===== config.mk =====
export PLATFORM = sky130hd
export DESIGN_NAME = cond_gate_unit
export DESIGN_NICKNAME = d
export VERILOG_FILES = /design/src/rtl/cond_pkg.sv /design/src/rtl/pred_eval.sv /design/src/rtl/cmp_unit.sv /design/src/rtl/flag_store.sv /design/src/rtl/cond_gate_unit.sv
export SDC_FILE = /design/constraint.sdc
export NUM_CORES = 1
export LEC_CHECK = 0
export BUFFER_PORTS_ARGS = -buffer_cell sky130_fd_sc_hd__buf_2
export CELL_PAD_IN_SITES_DETAIL_PLACEMENT = 1
export CELL_PAD_IN_SITES_GLOBAL_PLACEMENT = 1
export CORE_MARGIN = 2
export CORE_UTILIZATION = 22
export CTS_CLUSTER_DIAMETER = 120
export DETAILED_ROUTE_END_ITERATION = 12
export PLACE_DENSITY_LB_ADDON = 0.1
export SLEW_MARGIN = 10
export SYNTH_ARGS = -nofsm -noshare
export SYNTH_HDL_FRONTEND = slang
export SYNTH_SLANG_ARGS = --single-unit

===== constraint.sdc =====
create_clock -name clk -period 2.51 [get_ports clk]
set_clock_uncertainty 0.05 [all_clocks]
set_input_delay 0.753 -clock clk [delete_from_list [all_inputs] [get_ports clk]]
set_output_delay 0.753 -clock clk [all_outputs]
set_load 0.005 [all_outputs]

===== src/rtl/cond_pkg.sv =====
package cond_pkg;

    localparam int NFLAG = 2;

    typedef enum logic [1:0] {
        CMP_EQ  = 2'b00,
        CMP_GT  = 2'b01,
        CMP_LT  = 2'b10,
        CMP_RSV = 2'b11
    } cmp_kind_e;

    typedef struct packed {
        logic      dst;
        logic      inv;
        cmp_kind_e kind;
    } cmp_op_t;

    typedef struct packed {
        logic chk1;
        logic chk2;
        logic want1;
        logic want2;
    } pred_t;

    typedef struct packed {
        logic en;
        logic val;
    } flag_wr_t;

    function automatic logic pred_pass(pred_t p, logic f1, logic f2);
        logic ok1;
        logic ok2;
        ok1 = !p.chk1 || (f1 == p.want1);
        ok2 = !p.chk2 || (f2 == p.want2);
        return ok1 && ok2;
    endfunction

endpackage


===== src/rtl/pred_eval.sv =====
module pred_eval
    import cond_pkg::*;
(
    input  pred_t              pred,
    input  logic [NFLAG-1:0]   flags,
    output logic               pass
);
    always_comb begin
        pass = pred_pass(pred, flags[0], flags[1]);
    end
endmodule


===== src/rtl/cmp_unit.sv =====
module cmp_unit
    import cond_pkg::*;
#(
    parameter int W = 16
) (
    input  logic                   en,
    input  cmp_op_t                op,
    input  logic [W-1:0]           a,
    input  logic [W-1:0]           b,
    output flag_wr_t [NFLAG-1:0]   wr
);
    logic raw;
    logic known;

    always_comb begin
        known = 1'b1;
        unique case (op.kind)
            CMP_EQ:  raw = (a == b);
            CMP_GT:  raw = (a > b);
            CMP_LT:  raw = (a < b);
            default: begin
                raw   = 1'b0;
                known = 1'b0;
            end
        endcase
    end

    for (genvar i = 0; i < NFLAG; i++) begin : g_dst
        always_comb begin
            wr[i].en  = en && known && (op.dst == 1'(i));
            wr[i].val = raw ^ op.inv;
        end
    end
endmodule


===== src/rtl/flag_store.sv =====
module flag_store
    import cond_pkg::*;
(
    input  logic                   clk,
    input  logic                   rst,
    input  flag_wr_t [NFLAG-1:0]   pri_wr,
    input  flag_wr_t [NFLAG-1:0]   sec_wr,
    output logic [NFLAG-1:0]       flag_q
);
    for (genvar i = 0; i < NFLAG; i++) begin : g_flag
        always_ff @(posedge clk) begin
            if (rst)
                flag_q[i] <= 1'b0;
            else if (pri_wr[i].en)
                flag_q[i] <= pri_wr[i].val;
            else if (sec_wr[i].en)
                flag_q[i] <= sec_wr[i].val;
        end

        // a primary (compare) write is never overridden by a secondary one
        a_r11_pri_wins: assert property (@(posedge clk) disable iff (rst)
            pri_wr[i].en |=> (flag_q[i] == $past(pri_wr[i].val)));
    end

    // reset clears both flags
    a_r1_reset_clear: assert property (@(posedge clk)
        rst |=> (flag_q == '0));
endmodule


===== src/rtl/cond_gate_unit.sv =====
module cond_gate_unit
    import cond_pkg::*;
#(
    parameter int W = 16
) (
    input  logic         clk,
    input  logic         rst,
    input  logic [3:0]   pred_i,
    input  logic         cmp_valid_i,
    input  logic [3:0]   cmp_op_i,
    input  logic [W-1:0] cmp_a_i,
    input  logic [W-1:0] cmp_b_i,
    input  logic         ovf_valid_i,
    input  logic         ovf_i,
    input  logic         nz_valid_i,
    input  logic [W-1:0] nz_data_i,
    output logic         exec_o,
    output logic         flag1_o,
    output logic         flag2_o
);
    localparam int F1 = 0;
    localparam int F2 = 1;

    pred_t               pred;
    cmp_op_t             op;
    logic [NFLAG-1:0]    flags;
    logic                pass;
    flag_wr_t [NFLAG-1:0] cmp_wr;
    flag_wr_t [NFLAG-1:0] side_wr;

    assign pred = pred_t'(pred_i);
    assign op   = cmp_op_t'(cmp_op_i);

    pred_eval u_pred (
        .pred  (pred),
        .flags (flags),
        .pass  (pass)
    );

    cmp_unit #(.W(W)) u_cmp (
        .en (pass && cmp_valid_i),
        .op (op),
        .a  (cmp_a_i),
        .b  (cmp_b_i),
        .wr (cmp_wr)
    );

    always_comb begin
        side_wr[F1].en  = pass && ovf_valid_i;
        side_wr[F1].val = ovf_i;
        side_wr[F2].en  = pass && nz_valid_i;
        side_wr[F2].val = |nz_data_i;
    end

    flag_store u_store (
        .clk    (clk),
        .rst    (rst),
        .pri_wr (cmp_wr),
        .sec_wr (side_wr),
        .flag_q (flags)
    );

    assign exec_o  = pass;
    assign flag1_o = flags[F1];
    assign flag2_o = flags[F2];

    // no check bits set means unconditional execution
    a_r2_uncond: assert property (@(posedge clk) disable iff (rst)
        (pred_i[3:2] == 2'b00) |-> exec_o);

    // flag 1 mismatch with an active check blocks execution
    a_r3_flag1_block: assert property (@(posedge clk) disable iff (rst)
        (pred_i[3] && (flag1_o != pred_i[1])) |-> !exec_o);

    // a blocked instruction leaves both flags untouched
    a_r10_blocked_hold: assert property (@(posedge clk) disable iff (rst)
        !exec_o |=> $stable({flag1_o, flag2_o}));

    // a reserved compare alone changes nothing
    a_r7_reserved: assert property (@(posedge clk) disable iff (rst)
        (cmp_valid_i && cmp_op_i[1:0] == 2'b11 && !ovf_valid_i && !nz_valid_i)
            |=> $stable({flag1_o, flag2_o}));

    // overflow write reaches flag 1 when no compare targets it
    a_r8_ovf_write: assert property (@(posedge clk) disable iff (rst)
        (exec_o && ovf_valid_i &&
         !(cmp_valid_i && cmp_op_i[1:0] != 2'b11 && !cmp_op_i[3]))
            |=> (flag1_o == $past(ovf_i)));
endmodule


; ---- Yosys cells after proc, flatten, opt, wreduce, memory -nomap -nowiden
; Index checks and enable logic that the tools add are counted.
[op_classes]
n_eq_ne = 5
reduce_logical = 16
bitwise = 2
n_mux = 6
magnitude_cmp = 2
[ops]
columns = op, n
row1 = equality test 16 bit, 1
row2 = > comparator 16 bit, 1
row3 = less-than comparator 16 bit, 1
row4 = OR reduction 16 bit, 1
row5 = logical AND 1 bit, 7
row6 = 2-to-1 mux 1 bit, 5
row7 = nonzero test 2 bit, 2
row8 = case mux 1 bit (3 select lines), 1
row9 = OR reduction 3 bit, 1
row10 = equality test 1 bit, 2
row11 = "equality test 2 x 1 -> 1 bit, second input constant", 1
row12 = "equality test 2 bit, second input constant", 1
row13 = zero test 1 bit, 2
row14 = zero test 2 bit, 1
row15 = logical OR 1 bit, 2
row16 = NOT 1 bit, 1
row17 = bitwise XOR 1 bit, 1
[word_totals]
reg_bits = 2
out_inout_bits = 3
input_bits = 62
word_cells = 33

; ---- Longest topological paths before layout
; Gate-level depths: netlist (run 1).
[logic_depth]
word_depth = 7
ltp_mapped = 8
mapped_depth_nobuf = 8

; ---- Cells and area by module
; A second synthesis (run 1) with hierarchy kept.
[unflattened]
cells_unflattened = 93
hier_area_um2 = 720.7
[modules_own_cells]
columns = module, instances, seq_area_each_um2, cells_per_inst, area_each_um2
row1 = cmp_unit, 1, 0.0, 72, 550.5
row2 = flag_store, 1, 40.0, 10, 95.1
row3 = cond_gate_unit, 1, 0.0, 8, 50.0
row4 = pred_eval, 1, 0.0, 3, 25.0

; ---- Least setup slack after synthesis (run 1)
; No wires, ideal clock.
[synth_path]
path_type = input-to-reg
startpoint = input port cmp_b_i[3]
endpoint = register u_store.flag_q[0]
arrival_time_ns = 2.224
setup_ns = 0.079
stages = 8
required_ns = 2.381
n_path_buf = 0
setup_slack_ns = 0.156
path_cell_list = inv_1 > ha_1 > a21oi_2 > o221ai_1 > o21a_1 > o41a_1 > and3_1 > a211oi_2
[synth_between]
elab_chain_cells = 4
elab_cells_between_ends = 6
classes_between = order compare (2) / eq/ne (1) / mux (2) / bitwise (1)
[synth_rtl]
columns = element, line
row1 = from (decl), cond_gate_unit.sv:12  ; input logic [W-1:0] cmp_b_i,
row2 = "less-than comparator 16 bit, or another cell as far along", cmp_unit.sv:20  ; CMP_LT: raw = (a < b);
row3 = case mux 1 bit (3 select lines) *, cmp_unit.sv:17  ; unique case (op.kind)
row4 = bitwise XOR 1 bit *, cmp_unit.sv:31  ; wr[i].val = raw ^ op.inv;
row5 = 2-to-1 mux 1 bit *, flag_store.sv:14  ; else if (pri_wr[i].en)
row6 = "to (signal, indexed assignment)", flag_store.sv:15  ; flag_q[i] <= pri_wr[i].val;
row7 = "to (signal, indexed assignment)", flag_store.sv:17  ; flag_q[i] <= sec_wr[i].val;
row8 = to (decl), flag_store.sv:8  ; output logic [NFLAG-1:0] flag_q
; Every way passes the cells marked *; elsewhere a longest branch is shown, timed or not.
; A chain may end at the register's enable or synchronous reset.

; ---- Worst setup path after layout (run 1)
[layout_path]
startpoint = input port cmp_a_i[7]
endpoint = register u_store.flag_q[0]
[layout_between]
elab_chain_cells = 4
elab_cells_between_ends = 6
classes_between = order compare (2) / eq/ne (1) / mux (2) / bitwise (1)
[layout_rtl]
columns = element, line
row1 = from (decl), cond_gate_unit.sv:11  ; input logic [W-1:0] cmp_a_i,
row2 = "less-than comparator 16 bit, or another cell as far along", cmp_unit.sv:20
row3 = case mux 1 bit (3 select lines) *, cmp_unit.sv:17
row4 = bitwise XOR 1 bit *, cmp_unit.sv:31
row5 = 2-to-1 mux 1 bit *, flag_store.sv:14
; Marks and branches as above.

==> run summary, run 1 <==
Status: finished clean
Top cell type's share of synthesized area: 30.0%
Gpl congestion: 0.706
Critical path startpoint category: primary input
Area of the die: 3490 µm²
Hpwl dp: 2.09 mm
Clock Path Buffers: 2
Global route overflow: 0
Initial DRT Pass Iterations: 3
Number of failing hold endpoints at the final stage: 0
Design Area, Final: 1060 µm²
Vias per Instance: 4.76
Async SR Flop Fraction: 0%
Ports: 65
Prevailing post-synth register cell: dfxtp_1
Die width: 59.1 µm
Buffers added on ports: 64
Rel. slew slack: 72.9%
Drt wl/cell: 11.3 µm
Worst vdd ir: 0.194 mV
DRC viols: 0
Switching Share: 34.9%
Clk_lat worst skew: 0.22 ns
Synth top area cells: ha_1 (30%), inv_1 (12%), dfxtp_1 (6.0%), nor4_1 (4.7%), a21oi_1 (4.5%)
Critical path data required time: 2.60 ns
Final setup fails: 0
Tot GR Track Use: 14.8%
Final ANT Viol Nets: 0
# resized after CTS: 0
N_diodes: 0
# clock sinks: 2
Hold Crit Class: reg2reg
Yosys top cell by area: ha_1
Netlist cell types: 30
Floorplan Core Area: 2830 µm²
DRT iter0 DRCs: 22
Largest net degree at the start of global routing: 7
Pleak: 0.624 nW
Antenna violations before repair: 0
Layout cells sized above 1: 44.4%
Tmin final: 2.33 ns
Worst-margin pin slew: 0.403 ns
Post-synthesis register bit count: 2
CTS tree: yes
Max frequency: 0.428 GHz
Post-CTS setup buffers: 0
Post-synth EDFFs: 0
Max reg flops: 2
Post-synth design cell area: 668 µm²
Height of the die: 59.1 µm
Power density cells: 250 nW/µm²
Peak fanout along the critical path: 4
Clock power share: 26.8%
Final wirelength: 2.19 mm
Vias in the first global route: 985
Rows: 19
Vias: 918
Final count of pins violating max slew: 0
Clock tree root buffer cell: clkbuf_4
Post-Syn Area per Cell: 7.11 µm²
RSZ-0062 raised after global routing: no
First-pass GRT wire length: 3.99 mm
Biggest register: u_store.flag_q
Largest regs: u_store.flag_q: 2 flops
Syn nets: 172
Placed inst area: 1030 µm²
Seq/Total Area, Yosys: 5.99%
Nets@finish: 242
Htree depth: 1
Mapped Cells: 94
Tot Pwr: 0.264 mW
Initial Utilization: 23.6%
Synth warn: 0
CTS Hold Bufs: 0
Power Internal: 0.172 mW
Worst EP arrival: 2.43 ns
Part of the power in combinational logic: 58.2%
Flop pwr share: 15.0%
Cts bufs inserted: 3
Period utilization: 93.0%
Area Growth Syn to Fin: 58.2%
CP Capture Type: flip-flop
Setup WS pre-CTS: -0.0461 ns
Kind of critical path: in2reg
Setup WS post-layout: 0.176 ns
Max-cap viol count: 0
Clock transition at the registers of the reported paths: 0.03 ns
Switch Pwr: 0.0921 mW
## placed cells by master, fill, tap and decap left out, types with 2 or more instances in the layout
cell	netlist	routed
ha_1	16	16
clkbuf_4	0	3
xor2_1	2	2
inv_1	21	21
o221ai_1	2	2
nand2_1	8	8
a21oi_1	6	6
nor2_1	4	4
dfxtp_1	2	2
nand4_1	4	4
buf_2	0	64
o21a_1	2	2
and2_1	2	2
nor4_1	5	5
nand3_1	3	3
## final timing paths
| kind | start | endpoint | slack, ns | cells after the start |
|---|---|---|---|---|
| setup / recovery | cmp_a_i[7] | u_store.flag_q[0] | 0.18 | 8 |
| hold / removal | u_store.flag_q[0] | u_store.flag_q[0] | 0.57 | 3 |
| setup reg to reg | u_store.flag_q[1] | u_store.flag_q[1] | 0.92 | 6 |
| hold reg to reg | u_store.flag_q[0] | u_store.flag_q[0] | 0.57 | 3 |
## cell families (layout without fill, tap and decap cells)
family | count (synthesis) | after routing | share of synthesized area, %
xor+xnor | 2 | 2 | 2.62
simple gates | 33 | 33 | 26.6
buf+inv | 21 | 89 | 11.8
fa+ha+maj | 16 | 16 | 30.0
compound gates | 20 | 20 | 23.0
flops | 2 | 2 | 5.99
## area by class of cell
type | count | area, µm²
sequential | 2 | 40.0
multi-input combinational | 71 | 549
fill | 379 | 1770
timing repair buffer | 65 | 328
clock buffer | 3 | 22.5
tap | 31 | 38.8
inverter | 21 | 78.8
## metal layers
layer,vias to the layer above,track usage [%],wire length [µm]
met1,411,18.3,909
met3,2,4.15,112
met4,0,3.90,26
met2,28,25.1,1140
li1,477,-,-
met5,-,0,0
## cell usage after synthesis, types with 2 or more instances
cell type / n
ha_1: 16
nor2_1: 4
inv_1: 21
dfxtp_1: 2
nand2_1: 8
o221ai_1: 2
xor2_1: 2
and2_1: 2
o21a_1: 2
nand3_1: 3
a21oi_1: 6
nor4_1: 5
nand4_1: 4
## per-stage QoR
step	utilization (%)	hold WS [ns]	TNS [ns]	instances
after global routing	37.4	0.603	0	193
final	37.4	0.572	0	193
after global placement	36.6	0.570	-0.0134	190
after CTS	37.4	0.584	0	193
after floorplan	-	0.550	0	94
after detailed placement	36.6	0.583	-0.0561	190
## critical path: stages
cell	delay, ns
buf_2	0.10
ha_1	0.32
nand4_1	0.15
o221ai_1	0.12
o21a_1	0.19
o41a_1	0.42
and3_1	0.20
a211oi_2	0.18
## power by group through the flow
stage	clock [mW]	sequential, mW	combinational (mW)
final	0.0708	0.0396	0.154
after global routing	0.0794	0.0405	0.180
after global placement	0	0.0402	0.149
after floorplan	0	0.0399	0.0774
after CTS	0.0744	0.0399	0.158
after detailed placement	0	0.0405	0.157
Note: power is estimated with default switching activity, not from simulation.
==> run 2: changes to the inputs <==
CTS_BUF_LIST = sky130_fd_sc_hd__clkbuf_4 sky130_fd_sc_hd__clkbuf_8 sky130_fd_sc_hd__clkbuf_16   (was unset)
GPL_TIMING_DRIVEN = 0   (was unset)
==> run summary, run 2 (synthesis gave the netlist of run 1 again) <==
Status: finished clean
Period utilization: 94.1% (+1.1 points)
Initial DRT Pass Iterations: 4 (+1)
Area of the die: 3490 µm² (unchanged)
Worst Path Buf+Inv: 1 (unchanged)
Final setup fails: 0 (unchanged)
Initial Utilization: 23.6% (unchanged)
CTS Hold Bufs: 0 (unchanged)
Worst vdd ir: 0.209 mV (+8.0%)
Kind of critical path: in2reg
Critical path startpoint category: primary input
Critical path data required time: 2.59 ns (about the same)
Cts bufs inserted: 3 (unchanged)
Clk_lat worst skew: 0.22 ns (about the same)
CP cell instances: buf_2, ha_1, nand4_1, o221ai_1, o21a_1, o41a_1, and3_1, a211oi_2
First-pass GRT wire length: 3.58 mm (-10%)
Clock transition at the registers of the reported paths: 0.03 ns (about the same)
Power density cells: 245 nW/µm² (-2.0%)
Max frequency: 0.424 GHz (-1.1%)
Most common cell after layout, fill and taps aside: buf_2
Final wirelength: 2.10 mm (-3.8%)
Clock Path Buffers: 2 (unchanged)
Largest net degree at the start of global routing: 8 (+1)
DRT iter0 DRCs: 13 (-41%)
Final ANT Viol Nets: 0 (unchanged)
Vias in the first global route: 957 (-2.8%)
Final Util: 37.1% (-0.27 points)
Tot Pwr: 0.257 mW (-2.6%)
Reg2reg setup slack: 0.86 ns (-0.06 ns)
Antenna violations before repair: 0 (unchanged)
Ports: 65 (unchanged)
Worst-margin pin slew: 0.357 ns (-0.0459 ns)
Hold Crit Class: reg2reg
DRC viols: 0 (unchanged)
Buffers added on ports: 64 (unchanged)
CP peak stage delay: 0.42 ns (about the same)
RSZ-0062 raised after global routing: no
Post-CTS setup buffers: 0 (unchanged)
Tot GR Track Use: 12.9% (-1.9 points)
Nets@finish: 241 (-0.41%)
Die width: 59.1 µm (unchanged)
Area Growth Syn to Fin: 57.1%
CTS tree: yes
Design Area, Final: 1050 µm² (-0.71%)
CP max-delay cell: o41a_1
# resized after CTS: 0 (unchanged)
Height of the die: 59.1 µm (unchanged)
Setup WS post-layout: 0.149 ns (-0.0268 ns)
Hpwl dp: 2.05 mm (-1.8%)
Tmin final: 2.36 ns (+0.0268 ns)
Drt wl/cell: 10.9 µm (-3.3%)
Gpl congestion: 0.740 (+4.9%)
Largest regs: u_store.flag_q: 2 flops
CP Capture Type: flip-flop
Fin cells: 192 (-0.52%)
Floorplan Core Area: 2830 µm² (unchanged)
Setup_tns: 0 ns (unchanged)
Filler cell count: 372 (-1.8%)
Htree depth: 1 (unchanged)
Max-cap viol count: 0 (unchanged)
Top delay family on crit path: compound AO/OA/AOI/OAI gates
Min Hold Slack: 0.564 ns (-0.00724 ns)
# clock sinks: 2 (unchanged)
Worst EP arrival: 2.45 ns (+0.02 ns)
Rel. slew slack: 76.0% (+3.1 points)
Biggest register: u_store.flag_q
Setup WS pre-CTS: -0.0955 ns (-0.0495 ns)
Final count of pins violating max slew: 0 (unchanged)
Pleak: 0.619 nW (-0.76%)
Global route overflow: 0 (unchanged)
Number of failing hold endpoints at the final stage: 0 (unchanged)
Vias: 910 (-0.87%)
Most frequent cells in the layout: buf_2 (64), inv_1 (21), ha_1 (16)
Clock tree root buffer cell: clkbuf_4
N_diodes: 0 (unchanged)
Rows: 19 (unchanged)
Placed inst area: 1030 µm² (-0.72%)
Vias per Instance: 4.74 (-0.36%)
Max reg flops: 2 (unchanged)
Layout cells sized above 1: 44.1% (-0.35 points)
Placed Instances: 189 (-0.53%)
Peak fanout along the critical path: 4 (unchanged)
[run 2: worst paths after layout]
path                       end  depth (start not counted)               from
max          u_store.flag_q[0]                          8         cmp_a_i[7]
min          u_store.flag_q[0]                          3  u_store.flag_q[0]
max reg2reg  u_store.flag_q[1]                          5  u_store.flag_q[1]
min reg2reg  u_store.flag_q[0]                          3  u_store.flag_q[0]
[run 2: worst reg2reg max path, stage by stage (launching register included)]
cell,delay [ns]
dfxtp_1,0.32
xor2_1,0.17
a22oi_2,0.34
nand4_1,0.20
or3_1,0.33
o211ai_1,0.16
[run 2: power breakdown]
part / leakage [nW] / total [mW] / internal, mW / switching, mW
sequential: 0.0165 / 0.0392 / 0.0360 / 0.00316
combinational: 0.589 / 0.149 / 0.0796 / 0.0690
clock: 0.0138 / 0.0691 / 0.0526 / 0.0165
[run 2: layout make-up]
class,count,area [µm²],area share (%)
timing repair buffer,64,320,30.5
clock buffer,3,22.5,2.15
multi-input combinational,71,549,52.3
inverter,21,78.8,7.51
tap,31,38.8,3.69
sequential,2,40.0,3.81
[run 2: routing by layer]
layer,vias to the layer above,GRT usage (%),routed length [µm]
met5,-,0,0
met4,0,2.92,0
met3,0,2.62,124
met2,28,24.0,1130
met1,403,15.1,851
li1,479,-,-
